### config.mk
export PLATFORM = sky130hd
export DESIGN_NAME = dma_agen
export DESIGN_NICKNAME = d
export VERILOG_FILES = /design/src/rtl/dma_agen_pkg.sv /design/src/rtl/dma_agen_ctrl.sv /design/src/rtl/dma_agen_side.sv /design/src/rtl/dma_agen.sv
export SDC_FILE = /design/constraint.sdc
export NUM_CORES = 1
export LEC_CHECK = 0
export ABC_AREA = 1
export BUFFER_PORTS_ARGS = -buffer_cell sky130_fd_sc_hd__buf_2
export CORE_MARGIN = 4
export CORE_UTILIZATION = 40
export DETAILED_ROUTE_END_ITERATION = 7
export PLACE_DENSITY = 0.68
export SLEW_MARGIN = 10
export SYNTH_ARGS = -nofsm -noshare
export SYNTH_HDL_FRONTEND = slang
export SYNTH_SLANG_ARGS = --single-unit
### constraint.sdc
create_clock -name clk_i -period 2.6 [get_ports clk_i]
set_input_delay 0.13 -clock clk_i [delete_from_list [all_inputs] [get_ports clk_i]]
set_output_delay 0.13 -clock clk_i [all_outputs]
set_load 0.005 [all_outputs]
### src/rtl/dma_agen_pkg.sv
package dma_agen_pkg;
  localparam int unsigned ADDR_W = 24;

  typedef enum logic [1:0] {
    RLD_NONE  = 2'b00,
    RLD_BLOCK = 2'b01,
    RLD_BURST = 2'b10,
    RLD_XFER  = 2'b11
  } reload_e;

  typedef enum logic [1:0] {
    DIR_FIXED = 2'b00,
    DIR_INC   = 2'b01,
    DIR_DEC   = 2'b10,
    DIR_RSVD  = 2'b11
  } dir_e;

  // packed MSB-first: matches register bit positions
  typedef struct packed {
    reload_e src_rld;
    dir_e    src_dir;
    reload_e dst_rld;
    dir_e    dst_dir;
  } addr_ctrl_t;
endpackage

### src/rtl/dma_agen_ctrl.sv
module dma_agen_ctrl
  import dma_agen_pkg::*;
(
  input  logic       clk_i,
  input  logic       rst_ni,
  input  logic       busy_i,
  input  logic       we_i,
  input  logic [7:0] wdata_i,
  output addr_ctrl_t ctrl_o
);
  addr_ctrl_t ctrl_q;

  always_ff @(posedge clk_i or negedge rst_ni) begin
    if (!rst_ni)              ctrl_q <= '0;
    else if (we_i && !busy_i) ctrl_q <= addr_ctrl_t'(wdata_i);
  end

  assign ctrl_o = ctrl_q;

  AST_CTRL_LOCKED: assert property (@(posedge clk_i) disable iff (!rst_ni)
    busy_i |=> $stable(ctrl_q));
  AST_CTRL_WRITE: assert property (@(posedge clk_i) disable iff (!rst_ni)
    (we_i && !busy_i) |=> (ctrl_q == $past(wdata_i)));
endmodule

### src/rtl/dma_agen_side.sv
module dma_agen_side
  import dma_agen_pkg::*;
#(
  parameter int unsigned AW = ADDR_W
) (
  input  logic          clk_i,
  input  logic          rst_ni,
  input  logic          busy_i,
  input  logic          start_we_i,
  input  logic [AW-1:0] start_wdata_i,
  input  logic          beat_i,
  input  logic          burst_end_i,
  input  logic          block_end_i,
  input  logic          xfer_end_i,
  input  reload_e       rld_i,
  input  dir_e          dir_i,
  output logic [AW-1:0] addr_o
);
  logic [AW-1:0] start_q, addr_q, addr_step;
  logic          load_start, reload_hit;

  assign load_start = start_we_i && !busy_i;

  // transaction end implies block and burst end
  always_comb begin
    unique case (rld_i)
      RLD_BLOCK: reload_hit = block_end_i || xfer_end_i;
      RLD_BURST: reload_hit = burst_end_i || xfer_end_i;
      RLD_XFER:  reload_hit = xfer_end_i;
      default:   reload_hit = 1'b0;
    endcase
  end

  always_comb begin
    unique case (dir_i)
      DIR_INC: addr_step = addr_q + AW'(1);
      DIR_DEC: addr_step = addr_q - AW'(1);
      default: addr_step = addr_q;
    endcase
  end

  always_ff @(posedge clk_i or negedge rst_ni) begin
    if (!rst_ni) begin
      start_q <= '0;
      addr_q  <= '0;
    end else if (load_start) begin
      start_q <= start_wdata_i;
      addr_q  <= start_wdata_i;
    end else if (reload_hit) begin
      addr_q  <= start_q;
    end else if (beat_i) begin
      addr_q  <= addr_step;
    end
  end

  assign addr_o = addr_q;

  AST_START_LOCKED: assert property (@(posedge clk_i) disable iff (!rst_ni)
    busy_i |=> $stable(start_q));
  AST_RELOAD_WINS: assert property (@(posedge clk_i) disable iff (!rst_ni)
    (xfer_end_i && rld_i != RLD_NONE && !load_start) |=> (addr_o == $past(start_q)));
  AST_FIXED_HOLD: assert property (@(posedge clk_i) disable iff (!rst_ni)
    ((dir_i == DIR_FIXED || dir_i == DIR_RSVD) && !load_start && !reload_hit)
      |=> $stable(addr_o));
  AST_INC_STEP: assert property (@(posedge clk_i) disable iff (!rst_ni)
    (beat_i && dir_i == DIR_INC && !load_start && !reload_hit)
      |=> (addr_o == $past(addr_o) + AW'(1)));
  AST_DEC_STEP: assert property (@(posedge clk_i) disable iff (!rst_ni)
    (beat_i && dir_i == DIR_DEC && !load_start && !reload_hit)
      |=> (addr_o == $past(addr_o) - AW'(1)));
endmodule

### src/rtl/dma_agen.sv
module dma_agen
  import dma_agen_pkg::*;
#(
  parameter int unsigned AW = ADDR_W
) (
  input  logic          clk_i,
  input  logic          rst_ni,
  input  logic          busy_i,
  input  logic          ctrl_we_i,
  input  logic [7:0]    ctrl_wdata_i,
  input  logic          src_start_we_i,
  input  logic [AW-1:0] src_start_wdata_i,
  input  logic          dst_start_we_i,
  input  logic [AW-1:0] dst_start_wdata_i,
  input  logic          src_beat_i,
  input  logic          dst_beat_i,
  input  logic          burst_end_i,
  input  logic          block_end_i,
  input  logic          xfer_end_i,
  output logic [7:0]    ctrl_o,
  output logic [AW-1:0] src_addr_o,
  output logic [AW-1:0] dst_addr_o
);
  localparam int unsigned NSIDE = 2; // 0: source, 1: destination

  addr_ctrl_t    ctrl;
  logic          side_we    [NSIDE];
  logic [AW-1:0] side_wdata [NSIDE];
  logic          side_beat  [NSIDE];
  reload_e       side_rld   [NSIDE];
  dir_e          side_dir   [NSIDE];
  logic [AW-1:0] side_addr  [NSIDE];

  dma_agen_ctrl u_ctrl (
    .clk_i   (clk_i),
    .rst_ni  (rst_ni),
    .busy_i  (busy_i),
    .we_i    (ctrl_we_i),
    .wdata_i (ctrl_wdata_i),
    .ctrl_o  (ctrl)
  );

  assign side_we[0]    = src_start_we_i;
  assign side_we[1]    = dst_start_we_i;
  assign side_wdata[0] = src_start_wdata_i;
  assign side_wdata[1] = dst_start_wdata_i;
  assign side_beat[0]  = src_beat_i;
  assign side_beat[1]  = dst_beat_i;
  assign side_rld[0]   = ctrl.src_rld;
  assign side_rld[1]   = ctrl.dst_rld;
  assign side_dir[0]   = ctrl.src_dir;
  assign side_dir[1]   = ctrl.dst_dir;

  for (genvar g = 0; g < NSIDE; g++) begin : g_side
    dma_agen_side #(.AW(AW)) u_side (
      .clk_i         (clk_i),
      .rst_ni        (rst_ni),
      .busy_i        (busy_i),
      .start_we_i    (side_we[g]),
      .start_wdata_i (side_wdata[g]),
      .beat_i        (side_beat[g]),
      .burst_end_i   (burst_end_i),
      .block_end_i   (block_end_i),
      .xfer_end_i    (xfer_end_i),
      .rld_i         (side_rld[g]),
      .dir_i         (side_dir[g]),
      .addr_o        (side_addr[g])
    );
  end

  assign ctrl_o     = ctrl;
  assign src_addr_o = side_addr[0];
  assign dst_addr_o = side_addr[1];

  AST_SRC_INDEP: assert property (@(posedge clk_i) disable iff (!rst_ni)
    (!src_beat_i && !src_start_we_i && !burst_end_i && !block_end_i && !xfer_end_i)
      |=> $stable(src_addr_o));
endmodule

* Word-level counts from Yosys, hierarchy flattened
Cells that the tools add are included.
** Storage, ports and cells
- Register bits after elaboration :: 104
- Input port bits :: 67
- Output and inout bits :: 56
- Word-level logic and storage cells :: 44
** Cells by class
- $add $sub $neg :: 4
- Equality and inequality tests :: 10
- Mux-type cells :: 10
- Reductions and logical operators :: 12
** Operators with widths (number)
- 24-bit 2-to-1 mux :: 6
- 24-bit case mux with 2 select lines :: 2
- 24-bit by 1-bit adder with 24-bit output, second input constant :: 2
- 24-bit by 1-bit subtractor with 24-bit output, second input constant :: 2
- 2-bit equality test, second input constant :: 6
- 2-bit by 1-bit equality test with 1-bit output, second input constant :: 4
- 4-bit nonzero test :: 2
- 1-bit case mux with 3 select lines :: 2
- 3-bit nonzero test :: 2
- 2-bit AND reduction :: 2
- 1-bit logical AND :: 3
- 1-bit logical OR :: 2
- 1-bit zero test :: 1

* Longest topological paths before layout
- Word-level depth :: 5
- Gate-level depth with buffers :: 21
- Depth with buffers taken out :: 19

* Cells and area by module
From an unflattened synthesis, not the netlist that was laid out.
** Second synthesis, totals
- Cells, all modules :: 1522
- Area total of the unflattened synthesis :: 8912.3 um2
** Modules (own cells, without submodules)
- dma_agen_side at g_side[1].u_side :: instances 1, cells an instance 744, area each 4327.9 um2, sequential area each 1201.2 um2
- dma_agen_side at g_side[0].u_side :: instances 1, cells an instance 743, area each 4257.8 um2, sequential area each 1201.2 um2
- dma_agen_ctrl :: instances 1, cells an instance 35, area each 326.6 um2, sequential area each 200.2 um2

* Least setup slack after synthesis
OpenSTA, ideal clock, no wires.
- Kind :: register to register
- Start :: register u_ctrl.ctrl_q, in the netlist u_ctrl.ctrl_o[0]
- End :: register g_side[1].u_side.addr_q[6]
- Setup time :: 134 ps
- Data arrival time :: 2148 ps
- Required time :: 2466 ps
- Slack :: 318 ps
- Stages on the path, launching flop included :: 19
- Buffers on the path :: 2
- Clock period less this slack :: 2282 ps
- Cell sequence :: dfrtp_1 > inv_1 > ha_1 > buf_6 > inv_2 > buf_6 > nand2_1 > nand2_1 > inv_1 > ha_1 > a21oi_1 > inv_1 > nand2_1 > nand3_1 > xor2_1 > o21ai_0 > nand2_1 > nand2_1 > o21ai_0
** On the way
- Cells in the longest elaborated chain, start to end :: 5
- Elaborated cells on any way between the ends :: 8
- Those cells by class :: eq/ne (2); mux (4); reduce/logical (2)
** Ends and longest elaborated chain
- from (decl) :: RTL line dma_agen_ctrl.sv:11 : addr_ctrl_t ctrl_q;
- from (signal assigned) :: RTL line dma_agen_ctrl.sv:15 : else if (we_i && !busy_i) ctrl_q <= addr_ctrl_t'(wdata_i);
- 2-bit equality test / 2-bit by 1-bit equality test with 1-bit output (equally long branches) :: RTL line dma_agen_side.sv:35 : unique case (dir_i)
- 24-bit case mux with 2 select lines :: RTL line dma_agen_side.sv:35
- 24-bit 2-to-1 mux :: RTL line dma_agen_side.sv:51 : end else if (beat_i) begin
- 24-bit 2-to-1 mux :: RTL line dma_agen_side.sv:49 : end else if (reload_hit) begin
- 24-bit 2-to-1 mux :: RTL line dma_agen_side.sv:46 : end else if (load_start) begin
- to (signal assigned) :: RTL line dma_agen_side.sv:48 : addr_q <= start_wdata_i;
- to (signal assigned) :: RTL line dma_agen_side.sv:50 : addr_q <= start_q;
- to (signal assigned) :: RTL line dma_agen_side.sv:52 : addr_q <= addr_step;
- to (decl) :: RTL line dma_agen_side.sv:19 : logic [AW-1:0] start_q, addr_q, addr_step;
Several ways; a longest one is shown, not always the timed one. The select of a mux whose other input is x is not followed.
A chain may end at the register's enable or synchronous reset.

* Worst setup path after layout
- Start :: register u_ctrl.ctrl_q, in the netlist u_ctrl.ctrl_o[4]
- End :: register g_side[0].u_side.addr_q[6]
** On the way
- Cells in the longest elaborated chain, start to end :: 5
- Elaborated cells on any way between the ends :: 8
- Those cells by class :: eq/ne (2); mux (4); reduce/logical (2)
** Ends and longest elaborated chain (RTL line)
- 2-bit equality test / 2-bit by 1-bit equality test with 1-bit output (equally long branches) :: dma_agen_side.sv:35
- 24-bit case mux with 2 select lines :: dma_agen_side.sv:35
- 24-bit 2-to-1 mux :: dma_agen_side.sv:51
- 24-bit 2-to-1 mux :: dma_agen_side.sv:49
- 24-bit 2-to-1 mux :: dma_agen_side.sv:46
- to (signal assigned) :: dma_agen_side.sv:48
- to (signal assigned) :: dma_agen_side.sv:50
- to (signal assigned) :: dma_agen_side.sv:52
- to (decl) :: dma_agen_side.sv:19
Several ways; a longest one is shown, not always the timed one. The select of a mux whose other input is x is not followed.

==> impl_metrics.tcl <==
set metrics [dict create \
    nNetsFinal 1703 \
    finalCritPeriodShare 0.9095 \
    drt-initial-drc-count 628 \
    crit_path_max_incr_delay_ps 380 \
    yosys_most_used_dff "dfrtp_1" \
    syn_to_final_growth_pct 18.17 \
    dp_slack_ps 148.7 \
    cts_buffer_depth 2 \
    track_usage 0.2174 \
    drive_gt1_frac 0.1535 \
    routed_wl_um 26530 \
    drt-wirelength-per-cell_um 13.89 \
    rows 53 \
    cts_made_buffers 9 \
    design_area_um2 10320 \
    synthSimpleGateAreaFrac 0.4101 \
    fillers 2278 \
    status "completed" \
    yosysSeqAreaShare 0.2981 \
    start_util 0.4114 \
    worst_pin_slew_ps 591.9 \
    grt_start_max_net_pins 63 \
    viasPerCell 4.973 \
    crit_path_end_kind "register" \
    synth_top_family_by_area "simple AND/OR/NAND/NOR gates" \
    cts_post_setup_buffers_inserted 0 \
    placed_area_um2 9638 \
    cap_violations 0 \
    ff2ff_path_depth 15 \
    arrival_ps 2610 \
    grt_first_pass_wirelength_um 43280 \
    fin_worst_skew_ps 14.25 \
    overflow 0 \
    drcViolationCount 0 \
    synthCells 1496 \
    cp_slowest_cell "dfrtp_1" \
    slew_headroom 0.6054 \
    grt_antenna_before_repair 0 \
    yosys_register_bits 104 \
    cp_num_buf_inv 4 \
    synth.area.mux_share 0.006450 \
    async_flop_share 1.000 \
    cts_tree "yes" \
    syn_area_um2 8730 \
    portBuffers 122 \
    path_max_fanout 11 \
    synth_xor_area_frac 0.007023 \
    ios 123 \
    required_ps 2850 \
    ir_drop_mv 0.3319 \
    vias 9498 \
    root_buffer "clkbuf_16" \
    die_w_um 155.7 \
    die_y_um 155.7 \
    finalWorstSetupSlack_ps 235.4 \
    critPathLaunchType "register" \
    synthAdderAreaFrac 0.008600 \
    final_core_util 0.4861 \
    whs_path_depth 3 \
    cp_top_family "compound AO/OA/AOI/OAI gates" \
    core-area_um2 21220 \
    synth_cell_types 35 \
    path_clk_slew_ps 80 \
    dpl.hpwl_um 19860 \
    power_density_nw_per_um2 823.5 \
    hold_path_class "input pin to register" \
    final.setup.tns_ps 0 \
    grt_pass1_vias 8912 \
    ctsHtreeMaxLevel 3 \
    rsz0062_at_grt "true" \
    syn_area_per_cell_um2 5.835 \
    antenna_left 0 \
    yosysWarnings 0 \
    die-area_um2 24250 \
    crit_chain "inv_1 -> ha_1 -> buf_6 -> nand2_1 -> nand2_1 -> inv_1 -> ha_1 -> a21oi_2 -> inv_1 -> nand2_1 -> nand3_1 -> a21oi_1 -> o21ai_0 -> a21oi_1 -> a21oi_1" \
    diodes 0 \
    setup_violations 0 \
    insertion_delay_ps 370 \
    gp_congestion 0.9365 \
    fmax_mhz 422.9 \
    firstDrtPassIters 7 \
    period_minus_slack_ps 2365 \
    cts.sinks 104 \
    synth_edf_count 0 \
    finalHoldViolCount 0 \
    slew_violations 0 \
    synth_compound_area_frac 0.1407 \
    worstSetupPathType "register to register" \
    syn_nets 1569 \
    path_depth 15 \
    holdWs_ps 8.331 \
    leakage_nw 5.837 \
]
==> cell type report <==
cell class | count | area [um2] | share of cell area
sequential | 104 | 2603 | 0.2523
clock buffer | 11 | 252.7 | 0.02450
multi-input combinational | 1123 | 5062 | 0.4907
inverter | 218 | 820.8 | 0.07956
clock inverter | 5 | 46.29 | 0.004488
timing repair buffer | 174 | 1187 | 0.1151
tap | 275 | 344.1 | 0.03335
==> state kept, by name, indices dropped and copies added (netlist names) <==
name                   count
u_ctrl.ctrl_o              8
g_side.u_side.start_q     48
g_side.u_side.addr_o      48
==> cells in the final DEF (no fill, tap or decap), types with 2 or more instances in the layout <==
cell type / synthesis / final
xor2_1: 5 / 5
nand2_2: 26 / 29
xnor2_1: 2 / 2
inv_2: 8 / 9
mux2_2: 5 / 5
ha_1: 6 / 5
buf_12: 0 / 7
clkbuf_8: 0 / 2
buf_4: 5 / 14
nor2_4: 4 / 5
o21bai_2: 2 / 2
nand3_1: 81 / 79
clkinv_1: 2 / 2
a21oi_1: 116 / 114
and2_1: 2 / 2
inv_6: 0 / 2
a21oi_2: 5 / 7
nor2_2: 21 / 27
o21bai_1: 6 / 6
inv_1: 207 / 206
dlygate4sd3_1: 0 / 30
a31oi_1: 11 / 11
o21ai_1: 9 / 9
buf_2: 4 / 121
clkbuf_16: 0 / 10
nand3_2: 0 / 2
nand4_1: 12 / 12
dfrtp_1: 104 / 104
clkinv_4: 0 / 2
nor2_1: 162 / 155
o211ai_1: 4 / 4
nand2_1: 565 / 562
o21ai_0: 75 / 74
==> worst min-delay path, stage by stage <==
cell     delay [ps]
buf_2            80
nand2_1          60
o21ai_0          70
==> routing by layer <==
metal | vias to the layer above | track usage | routed length, um
met3 | 44 | 0.02386 | 1288
met1 | 4271 | 0.2919 | 12190
met5 | - | 0 | 0
met2 | 283 | 0.3697 | 12490
met4 | 0 | 0.06669 | 563
li1 | 4900 | - | -
==> cell families after synthesis <==
logic type | Yosys count
simple gates | 875
buf+inv | 269
fa+ha+maj | 6
compound gates | 230
xor+xnor | 7
mux | 5
flops | 104
==> synth_stat cells, types with 9 or more instances <==
cell | number | area, um2
nand3_1 | 81 | 405.4
buf_6 | 9 | 101.4
nor2_2 | 21 | 131.4
a21oi_1 | 116 | 580.6
clkbuf_1 | 26 | 97.59
inv_1 | 207 | 777.0
a31oi_1 | 11 | 68.82
nand2_1 | 565 | 2121
o21ai_0 | 75 | 375.4
o21ai_1 | 9 | 45.04
nand4_1 | 12 | 75.07
dfrtp_1 | 104 | 2603
nor2_1 | 162 | 608.1
nand2_2 | 26 | 162.7
==> what timing repair did <==
item | 4_1_cts | 5_1_grt
resized for setup | 0 | 17
hold buffers | 30 | 0
endpoints found under the hold margin | 72 | 0
setup endpoints to repair | 0 | 22
==> final timing paths <==
check	from	endpoint	slack [ps]
max reg2reg	u_ctrl.ctrl_o[4]$_DFFE_PN0P_	g_side[0].u_side.addr_o[6]$_DFFE_PN0P_	240
min reg2reg	g_side[0].u_side.start_q[1]$_DFFE_PN0P_	g_side[0].u_side.start_q[1]$_DFFE_PN0P_	480
max in group asynchronous	rst_ni	g_side[1].u_side.addr_o[6]$_DFFE_PN0P_	1620
max	u_ctrl.ctrl_o[4]$_DFFE_PN0P_	g_side[0].u_side.addr_o[6]$_DFFE_PN0P_	240
min in group asynchronous	rst_ni	g_side[0].u_side.addr_o[23]$_DFFE_PN0P_	310
min	src_start_wdata_i[23]	g_side[0].u_side.start_q[23]$_DFFE_PN0P_	8
==> report_power, final <==
| part | switching (W) | internal [W] | leakage, nW |
|---|---|---|---|
| clock network | 0.000705 | 0.000722 | 0.149 |
| logic | 0.00289 | 0.00161 | 4.45 |
| registers | 0.000555 | 0.00202 | 1.24 |
==> through the flow <==
step                std cells  power, W
finish                   1910  0.008496
global route             1910  0.009292
CTS                      1909  0.008435
detailed placement       1863  0.006947
global placement         1863  0.006889
floorplan                1496  0.005553
Note: power is estimated with default switching activity, not from simulation.
